<file path="src/rtl/jabwd_pkg.sv">
package jabwd_pkg;

    typedef enum logic [1:0] {
        ST_ARMED    = 2'd0,
        ST_COUNTING = 2'd1,
        ST_LOCKOUT  = 2'd2,
        ST_HOLDOFF  = 2'd3
    } jab_state_e;

    function automatic int max_int(input int a, input int b);
        return (a > b) ? a : b;
    endfunction

    function automatic int bits_for(input int v);
        return (v < 2) ? 1 : $clog2(v + 1);
    endfunction

endpackage

</file>
<file path="src/rtl/jabwd_span_counter.sv">
module jabwd_span_counter #(
    parameter int CNT_W = 8
) (
    input  logic             clk,
    input  logic             rst_n,
    input  logic             load_one,
    input  logic             clear,
    input  logic             step,
    output logic [CNT_W-1:0] count
);

    // One counter serves both timed phases; the controller decides what it means.
    always_ff @(posedge clk or negedge rst_n) begin
        if (!rst_n) begin
            count <= '0;
        end else if (load_one) begin
            count <= CNT_W'(1);
        end else if (clear) begin
            count <= '0;
        end else if (step) begin
            count <= count + CNT_W'(1);
        end
    end

endmodule

</file>
<file path="src/rtl/jabwd_ctrl.sv">
module jabwd_ctrl
    import jabwd_pkg::*;
#(
    parameter int CNT_W     = 8,
    parameter int LIMIT_CYC = 4,
    parameter int LOCK_CYC  = 4
) (
    input  logic             clk,
    input  logic             rst_n,
    input  logic             tx_active,
    input  logic [CNT_W-1:0] count,
    output jab_state_e       state_d,
    output logic             load_one,
    output logic             clear,
    output logic             step,
    output logic             trip
);

    localparam logic [CNT_W-1:0] LIMIT_V = CNT_W'(LIMIT_CYC);
    localparam logic [CNT_W-1:0] LOCK_V  = CNT_W'(LOCK_CYC);

    jab_state_e state_q;
    logic       at_limit;
    logic       lock_done;

    assign at_limit  = (count == LIMIT_V);
    assign lock_done = (count == LOCK_V);

    // State register
    always_ff @(posedge clk or negedge rst_n) begin
        if (!rst_n) begin
            state_q <= ST_ARMED;
        end else begin
            state_q <= state_d;
        end
    end

    // Next state and counter control
    always_comb begin
        state_d  = state_q;
        load_one = 1'b0;
        clear    = 1'b0;
        step     = 1'b0;
        trip     = 1'b0;
        unique case (state_q)
            ST_ARMED: begin
                if (tx_active) begin            // START
                    state_d  = ST_COUNTING;
                    load_one = 1'b1;
                end
            end
            ST_COUNTING: begin
                if (!tx_active) begin           // ABORT
                    state_d = ST_ARMED;
                    clear   = 1'b1;
                end else if (at_limit) begin    // TRIP
                    state_d  = ST_LOCKOUT;
                    load_one = 1'b1;
                    trip     = 1'b1;
                end else begin
                    step = 1'b1;
                end
            end
            ST_LOCKOUT: begin
                if (lock_done) begin            // RELEASE or PARK
                    clear   = 1'b1;
                    state_d = tx_active ? ST_HOLDOFF : ST_ARMED;
                end else begin
                    step = 1'b1;
                end
            end
            ST_HOLDOFF: begin
                if (!tx_active) begin           // REARM
                    state_d = ST_ARMED;
                end
            end
            default: begin
                state_d = ST_ARMED;
            end
        endcase
    end

endmodule

</file>
<file path="src/rtl/jabwd_out_stage.sv">
module jabwd_out_stage
    import jabwd_pkg::*;
(
    input  logic       clk,
    input  logic       rst_n,
    input  jab_state_e state_d,
    input  logic       trip,
    output logic       tx_enable,
    output logic       jabber_evt
);

    // Registered outputs, aligned with the state register
    always_ff @(posedge clk or negedge rst_n) begin
        if (!rst_n) begin
            tx_enable  <= 1'b1;
            jabber_evt <= 1'b0;
        end else begin
            tx_enable  <= (state_d != ST_LOCKOUT);
            jabber_evt <= trip;
        end
    end

endmodule

</file>
<file path="src/rtl/tx_jabber_watchdog.sv">
module tx_jabber_watchdog
    import jabwd_pkg::*;
#(
    parameter int CLK_HZ    = 25_000_000,
    parameter int LIMIT_MS  = 2,
    parameter int LOCK_MS   = 16,
    parameter int LIMIT_CYC = (CLK_HZ / 1000) * LIMIT_MS,
    parameter int LOCK_CYC  = (CLK_HZ / 1000) * LOCK_MS
) (
    input  logic clk,
    input  logic rst_n,
    input  logic tx_active,
    output logic tx_enable,
    output logic jabber_evt
);

    localparam int SPAN_MAX = max_int(LIMIT_CYC, LOCK_CYC);
    localparam int CNT_W    = bits_for(SPAN_MAX);

    logic [CNT_W-1:0] count;
    jab_state_e       state_d;
    logic             load_one;
    logic             clear;
    logic             step;
    logic             trip;

    jabwd_span_counter #(
        .CNT_W (CNT_W)
    ) span_i (
        .clk      (clk),
        .rst_n    (rst_n),
        .load_one (load_one),
        .clear    (clear),
        .step     (step),
        .count    (count)
    );

    jabwd_ctrl #(
        .CNT_W     (CNT_W),
        .LIMIT_CYC (LIMIT_CYC),
        .LOCK_CYC  (LOCK_CYC)
    ) ctrl_i (
        .clk       (clk),
        .rst_n     (rst_n),
        .tx_active (tx_active),
        .count     (count),
        .state_d   (state_d),
        .load_one  (load_one),
        .clear     (clear),
        .step      (step),
        .trip      (trip)
    );

    jabwd_out_stage out_i (
        .clk        (clk),
        .rst_n      (rst_n),
        .state_d    (state_d),
        .trip       (trip),
        .tx_enable  (tx_enable),
        .jabber_evt (jabber_evt)
    );

endmodule

</file>
<file path="config.mk">
export PLATFORM = sky130hd
export DESIGN_NAME = tx_jabber_watchdog
export DESIGN_NICKNAME = d
export VERILOG_FILES = /design/src/rtl/jabwd_pkg.sv /design/src/rtl/jabwd_span_counter.sv /design/src/rtl/jabwd_ctrl.sv /design/src/rtl/jabwd_out_stage.sv /design/src/rtl/tx_jabber_watchdog.sv
export SDC_FILE = /design/constraint.sdc
export NUM_CORES = 1
export LEC_CHECK = 0
export ABC_AREA = 0
export CORE_MARGIN = 2
export CORE_UTILIZATION = 60
export CTS_CLUSTER_DIAMETER = 30
export DETAILED_ROUTE_END_ITERATION = 8
export PLACE_DENSITY = 0.76
export SETUP_SLACK_MARGIN = 0.1
export SYNTH_ARGS = -nofsm -noshare
export SYNTH_HDL_FRONTEND = slang
export SYNTH_SLANG_ARGS = --single-unit
</file>
<file path="constraint.sdc">
create_clock -name clk -period 3 [get_ports clk]
set_input_delay 0.6 -clock clk [delete_from_list [all_inputs] [get_ports clk]]
set_output_delay 0.6 -clock clk [all_outputs]
set_load 0.05 [all_outputs]
</file>
# Yosys cells after proc, flatten, opt, wreduce, memory -nomap -nowiden
# Cells that the tools add are included.
# totals
output_inout_bits,2
elab_cells,35
n_memories,0
mem_bits_ro,0
ram_bits,0
ff_bits,23
latch_bits,0
in_bits,3
# classes
addsub,1
eq_ne,6
bitwise,0
n_mul,0
div_mod_pow,0
order_cmp,0
n_reduce_logical,2
n_shift,0
mux,22
# ops
cell,count
$mux W19,3
$add A19 B1 Y19 const B,1
$eq A19 B16 Y1 const B,1
$eq A19 B19 Y1 const B,1
$mux W2,6
$mux W1,9
$pmux W2 S4,1
$pmux W1 S2,3
$eq A2 B2 Y1 const B,2
$reduce_bool A3 Y1,1
$eq A2 B1 Y1 const B,1
$logic_not A2 Y1,1
$ne A2 B2 Y1 const B,1

# Longest topological paths before layout
# Gate-level depths: netlist (run 1).
# logic_depth
depth_word,7
ltp_mapped,10
depth_no_buf,8

# Hierarchy
# From an unflattened synthesis (run 1), not the netlist that was laid out.
# unflattened
cells_unflattened,145
area_unflattened_um2,1363.8
# by_module_without_submodules
mod,n_inst,seq_area_each_um2,area_each_um2,cells_each
jabwd_span_counter,1,475.5,975.9,103
jabwd_ctrl,1,50.0,330.3,39
jabwd_out_stage,1,51.3,57.6,3

# Least setup slack after synthesis (run 1)
# No wires, ideal clock.
# synth_timing
kind,input to register
start,in tx_active
end,reg span_i.count[14]
t_required_ns,2.874
stages,8
setup_ns,0.126
n_path_buf,2
arrival_ns,2.030
setup_slack_ns,0.844
cell_sequence,clkbuf_1 > nand2_1 > nor3_1 > a21boi_1 > a21bo_2 > a21oi_4 > buf_6 > a221o_1
# synth_via
elab_chain_len,4
word_cells_on_any_way,10
cone_classes,9 x mux; 1 x reduce/logical
# synth_rtl
item,line,source
"start, declared",tx_jabber_watchdog.sv:12,"input logic tx_active,"
$mux W1,jabwd_ctrl.sv:53,if (!tx_active) begin
$pmux W1 S2,jabwd_ctrl.sv:45,unique case (state_q)
$mux W19,jabwd_span_counter.sv:18,end else if (clear) begin
$mux W19,jabwd_span_counter.sv:16,end else if (load_one) begin
"end signal, assigned",jabwd_span_counter.sv:21,count <= count + CNT_W'(1);
"end, declared",jabwd_span_counter.sv:9,output logic [CNT_W-1:0] count
# Parallel ways exist; a longest one is shown, timed or not.
# A chain may end at the register's enable or synchronous reset.

# Final worst setup path (run 1)
# layout_timing
start,reg span_i.count[0]
end,reg span_i.count[4]
# layout_via
elab_chain_len,5
word_cells_on_any_way,16
cone_classes,1 x add/sub; 2 x eq/ne; 12 x mux; 1 x reduce/logical
# layout_rtl
item
branches (longest 5 deep; another with $add A19 B1 Y19)
# Parallel ways; which one is timed is not known. The select of a mux whose other input is x is not followed.

==> results of run 1 <==
-- path summary, 6_finish.rpt --
kind,startpoint,depth (start not counted),slack (ps),end
worst max-delay path,span_i.count[0]$_DFFE_PN0P_,8,600,span_i.count[4]$_DFFE_PN0P_
worst min-delay path,span_i.count[0]$_DFFE_PN0P_,1,580,span_i.count[0]$_DFFE_PN0P_
worst max register to register,span_i.count[0]$_DFFE_PN0P_,8,600,span_i.count[4]$_DFFE_PN0P_
worst min register to register,span_i.count[0]$_DFFE_PN0P_,1,580,span_i.count[0]$_DFFE_PN0P_
max in group asynchronous,rst_n,2,2110,out_i.tx_enable$_DFF_PN1_
min in group asynchronous,rst_n,2,610,span_i.count[12]$_DFFE_PN0P_
-- final cells by class --
| type | instances | area [um2] | area share |
|---|---|---|---|
| repair buffers | 9 | 77.6 | 0.0450 |
| clock buffers | 4 | 26.3 | 0.0152 |
| inverters | 6 | 22.5 | 0.0131 |
| well taps | 31 | 38.8 | 0.0225 |
| flip-flops and latches | 23 | 577 | 0.335 |
| multi-input cells | 147 | 982 | 0.570 |
-- cells in the final DEF (no fill, tap or decap), drive strengths merged, types with 2 or more instances in the layout --
| cell | count |
|---|---|
| a21o | 4 |
| a21oi | 6 |
| a221o | 15 |
| and2 | 4 |
| and3 | 2 |
| buf | 5 |
| clkbuf | 4 |
| clkdlybuf4s50 | 4 |
| dfrtp | 22 |
| ha | 6 |
| inv | 6 |
| nand2 | 15 |
| nand3 | 16 |
| nand4 | 8 |
| nor2 | 28 |
| nor2b | 2 |
| nor3 | 5 |
| nor4 | 5 |
| nor4b | 2 |
| o211ai | 3 |
| o21ai | 7 |
-- power by group through the flow --
stage | registers, mW | logic, mW | clock network (mW)
6_report | 0.310 | 0.0127 | 0.154
5_1_grt | 0.310 | 0.0144 | 0.162
4_1_cts | 0.310 | 0.0134 | 0.155
3_3_place_gp | 0.316 | 0.0130 | 0
3_5_place_dp | 0.316 | 0.0132 | 0
2_1_floorplan | 0.316 | 0.00228 | 0
-- per-stage QoR --
stage / cell area (um2) / worst slack [ps]
detailed placement: 1700 / 461
floorplan: 1660 / 844
global route: 1720 / 426
CTS: 1720 / 589
finish: 1720 / 599
global placement: 1700 / 530
-- per-layer routing --
metal | global-route usage | up-vias | share of wire
met2 | 0.397 | 49 | 0.47
met3 | 0.0253 | 7 | 0.050
met1 | 0.340 | 737 | 0.46
met4 | 0.0986 | 0 | 0.019
met5 | 0 | - | 0
li1 | - | 711 | -
-- flip-flops by register name (all words and copies together), names as in the netlist --
| signal | flops |
|---|---|
| span_i.count | 19 |
| out_i.jabber_evt | 1 |
| out_i.tx_enable | 1 |
| ctrl_i.state_q | 2 |
-- cells by family after synthesis --
group	after synthesis	share of synthesized area
DFF	23	0.348
buffers and inverters	17	0.0582
adders and majority gates	6	0.0454
xor gates and xnor gates	1	0.00529
AOI/OAI and AO/OA	41	0.206
and+or+nand+nor	99	0.336
==> run summary, run 1 <==
Inst Count DP - 216
DP HPWL - 2640 um
Syn Inst Count - 187
Power Density - 277 mW/mm2
switching power - 0.110 mW
clk_lat worst skew - 330 ps
final hold slack - 577 ps
number of top-level pins - 5
total power - 0.477 mW
Post-synth ARST share - 1.00
Internal Power - 0.367 mW
clock network power share - 0.324
vias in the first global route - 1419
Worst setup EP type - flop
Initial DRC Count - 96
die width - 56.5 um
Pleak - 0.768 nW
Max VDD drop - 0.341 mV
post-DR wirelength/cell - 17.1 um
Vias - 1504
gr ovfl total - 0
CP max stage delay - 540 ps
Main synth FF type - dfrtp_1
layout cells sized above 1 - 0.0952
Vert. Die Dim - 56.5 um
cell with the most instances after synthesis - nor2_1
sequential fraction of the synthesis area - 0.348
initial antenna violation count - 0
slew of the pin with the lowest slew margin - 682 ps
Flop pwr share - 0.650
WP data arrival - 2670 ps
EDFF count, synth - 0
fill cell count - 221
CTS tree - done
final hold violations - 0
Mapped Area - 0.00166 mm2
Setup Skew - 5.37 ps
Largest delay share family, worst path - simple AND/OR/NAND/NOR gates
Finished Layout Cells - 220
HP Class - flop to flop
Sw Share - 0.231
Synth Register Bits - 23
crit path time final - 2400 ps
Startpoint Class - flop
unrepaired setup endpoints after global routing - no
status - complete, no violations
synthesized area per cell - 8.85 um2
first-pass GRT wire length - 6300 um
clock root cell - clkbuf_4
CP max-delay cell - nor2_2
buffers added on ports - 4
Antenna Nets Post-Route - 0
Slew Viols, Final - 0
Max Freq - 417 MHz
combinational share of power - 0.027
post-synthesis cell type count - 46
final RePlAce weighted congestion - 0.911
nets - 199
Fin Setup TNS - 0 ps
Net Count, Synth - 196
GRT Total Usage - 0.247
max_cap viols - 0
worst relative slew slack - 0.545
post-synth top area share - 0.333
vias per cell - 6.84
largest net degree at the start of global routing - 24
fin crit share - 0.800
Initial Util - 0.616
synth cell count leaders - nor2_1, dfrtp_1, nand3_1
clock-pin slew on the worst setup and hold paths - 130 ps
Core ar. - 0.00269 mm2
WS Path Type - flop to flop
post-layout util - 0.642
endpoints failing setup - 0
drc violations - 0
row count - 19
post_cts resized - 0
Hold-fix buffers, CTS - 0
crit-path cells - inv_1 -> ha_1 -> nor3b_1 -> and3_1 -> a211o_1 -> a21o_1 -> nor2_2 -> a221o_1
CTS HTree Levels - 1
Yosys warning count - 0
CTS buffer count - 3
area grow syn2layout - 4.16%
worst-path maximum fanout - 16
Post-CTS Setup Inserts - 0
Inserted Diodes - 0
drt total wl - 3770 um
Worst Path Buf+Inv - 1
Clock Tree Buf Depth - 2
CTS sink cnt - 23
Worst EP required - 3270 ps
DR pass1 iterations - 4
main area contributors after synthesis - dfrtp_1, a221o_1, nor2_1
leading area contributor after synthesis - dfrtp_1
Die ar. - 0.00320 mm2
(Power assumes the default switching activity.)
==> run 2: changes to the inputs <==
--- a/config.mk
+++ b/config.mk
@@ -7,10 +7,10 @@
 export LEC_CHECK = 0
 export ABC_AREA = 0
 export CORE_MARGIN = 2
-export CORE_UTILIZATION = 60
+export CORE_UTILIZATION = 55
 export CTS_CLUSTER_DIAMETER = 30
 export DETAILED_ROUTE_END_ITERATION = 8
-export PLACE_DENSITY = 0.76
+export PLACE_DENSITY = 0.73
 export SETUP_SLACK_MARGIN = 0.1
 export SYNTH_ARGS = -nofsm -noshare
 export SYNTH_HDL_FRONTEND = slang
==> constraint.sdc (replaced) <==
create_clock -name clk -period 2.16 [get_ports clk]
set_input_delay 0.432 -clock clk [delete_from_list [all_inputs] [get_ports clk]]
set_output_delay 0.432 -clock clk [all_outputs]
set_load 0.05 [all_outputs]
==> run 2 against run 1 <==
Against the previous run:
- clock power increased by 43%
- routed wire length increased by 27%
- flip-flop and latch count unchanged
- setup slack got worse by 550 ps
- sequential share of layout area decreased by 6.9 points
- global-route usage increased by 3.7 points
- power increased by 41%
- critical path type unchanged
==> run summary, run 2 (synthesis gave the netlist of run 1 again) <==
status - complete, no violations
commonest cells after routing, fill and taps aside - buf_4, nor2_1, dfrtp_1
Initial DRC Count - 114
Vias - 1735
Top reg by flops - span_i.count
initial antenna violation count - 0
GRT Total Usage - 0.284
Setup Skew - 4.57 ps
Internal Power - 0.509 mW
Worst EP required - 2390 ps
worst-path maximum fanout - 9
CTS HTree Levels - 1
Vert. Die Dim - 58.9 um
Inserted Diodes - 0
slew of the pin with the lowest slew margin - 488 ps
vias in the first global route - 1611
Slew Viols, Final - 0
buffers added on ports - 4
layout cells sized above 1 - 0.332
first-pass GRT wire length - 7570 um
post-layout util - 0.775
WS Path Type - flop to flop
Fin Setup TNS - 0 ps
clock-pin slew on the worst setup and hold paths - 140 ps
worst relative slew slack - 0.674
switching power - 0.163 mW
clock network power share - 0.327
Max VDD drop - 0.168 mV
crit-path cells - inv_2 -> ha_4 -> nor3b_4 -> and3_4 -> buf_6 -> a21boi_2 -> a21bo_2 -> a21oi_4 -> buf_12 -> a221o_1
clk_lat worst skew - 330 ps
unrepaired setup endpoints after global routing - yes
CP max-delay cell - dfrtp_1
HP Class - input port to asynchronous set/reset pin
Hold-fix buffers, CTS - 0
combinational share of power - 0.032
Largest delay share family, worst path - compound AO/OA/AOI/OAI gates
Pleak - 0.996 nW
clock root cell - clkbuf_4
DR pass1 iterations - 5
Power Density - 309 mW/mm2
post-DR wirelength/cell - 18.4 um
Die ar. - 0.00346 mm2
die width - 58.9 um
Finished Layout Cells - 260
biggest regs - span_i.count (19), ctrl_i.state_q (2)
row count - 19
CTS buffer count - 3
area grow syn2layout - 31.3%
nets - 239
endpoints failing setup - 0
drc violations - 0
Inst Count DP - 248
vias per cell - 6.67
Initial Util - 0.590
number of top-level pins - 5
Sw Share - 0.243
CTS sink cnt - 23
DP HPWL - 3130 um
WP data arrival - 2340 ps
fill cell count - 175
Flop pwr share - 0.641
gr ovfl total - 0
Startpoint Class - flop
max_cap viols - 0
total power - 0.672 mW
drt total wl - 4780 um
commonest non-fill, non-tap cell in the layout - buf_4
Clock Tree Buf Depth - 2
CTS tree - done
Max Freq - 474 MHz
Core ar. - 0.00281 mm2
fin crit share - 0.977
final hold violations - 0
final RePlAce weighted congestion - 0.885
Antenna Nets Post-Route - 0
CP max stage delay - 420 ps
Worst Path Buf+Inv - 3
largest net degree at the start of global routing - 24
crit path time final - 2110 ps
max reg flops - 19
Worst setup EP type - flop
-- run 2: cell count changes in the layout (fill, tap and decap cells not counted), sizes merged --
cell / change
clkinv: +1
buf: +39
dlygate4sd2: +1
clkdlybuf4s50: -1
-- run 2: layout make-up --
class | count | area [um2] | area share
Clock buffer | 3 | 22.5 | 0.0104
Tap cell | 31 | 38.8 | 0.0178
Inverter | 6 | 22.5 | 0.0104
Multi-Input combinational cell | 147 | 1080 | 0.497
Sequential cell | 23 | 578 | 0.266
Timing Repair Buffer | 49 | 425 | 0.196
Clock inverter | 1 | 5.00 | 0.00230
-- run 2: final timing paths --
kind | cells past startpoint | slack [ps] | from | to
setup / recovery | 10 | 50 | span_i.count[0]$_DFFE_PN0P_ | span_i.count[14]$_DFFE_PN0P_
hold / removal | 2 | 430 | rst_n | ctrl_i.state_q[0]$_DFF_PN0_
setup reg to reg | 10 | 50 | span_i.count[0]$_DFFE_PN0P_ | span_i.count[14]$_DFFE_PN0P_
hold reg to reg | 2 | 660 | span_i.count[18]$_DFFE_PN0P_ | span_i.count[18]$_DFFE_PN0P_
max in group asynchronous | 2 | 1440 | rst_n | out_i.tx_enable$_DFF_PN1_
min in group clk | 2 | 660 | span_i.count[18]$_DFFE_PN0P_ | span_i.count[18]$_DFFE_PN0P_
-- run 2: through the flow --
step                cell area [um2]  setup slack (ps)  hold slack (ps)
global placement               1940             -70.7              575
CTS                            2030              34.2              447
detailed placement             1940              -166              603
finish                         2170              50.7              434
global route                   2170             -5.62              477
floorplan                      1670               101              136
-- run 2: timing repair --
item | in CTS | in global routing
gates cloned | 0 | 1
resized for setup | 8 | 20
pin swaps | 2 | 14
setup endpoints to repair | 19 | 18
setup buffers | 3 | 4
-- run 2: layer usage --
| metal | vias to the layer above | global-route usage | part of all wire |
|---|---|---|---|
| li1 | 788 | - | - |
| met1 | 833 | 0.377 | 0.41 |
| met2 | 95 | 0.481 | 0.49 |
| met3 | 19 | 0.0330 | 0.078 |
| met4 | 0 | 0.0942 | 0.027 |
| met5 | - | 0 | 0 |
-- run 2: power by group through the flow --
stage | Clock (mW) | Combinational, mW | Sequential [mW]
global route | 0.233 | 0.0237 | 0.431
finish | 0.220 | 0.0214 | 0.431
CTS | 0.222 | 0.0211 | 0.431
detailed placement | 0 | 0.0212 | 0.439
global placement | 0 | 0.0207 | 0.439
floorplan | 0 | 0.00317 | 0.439
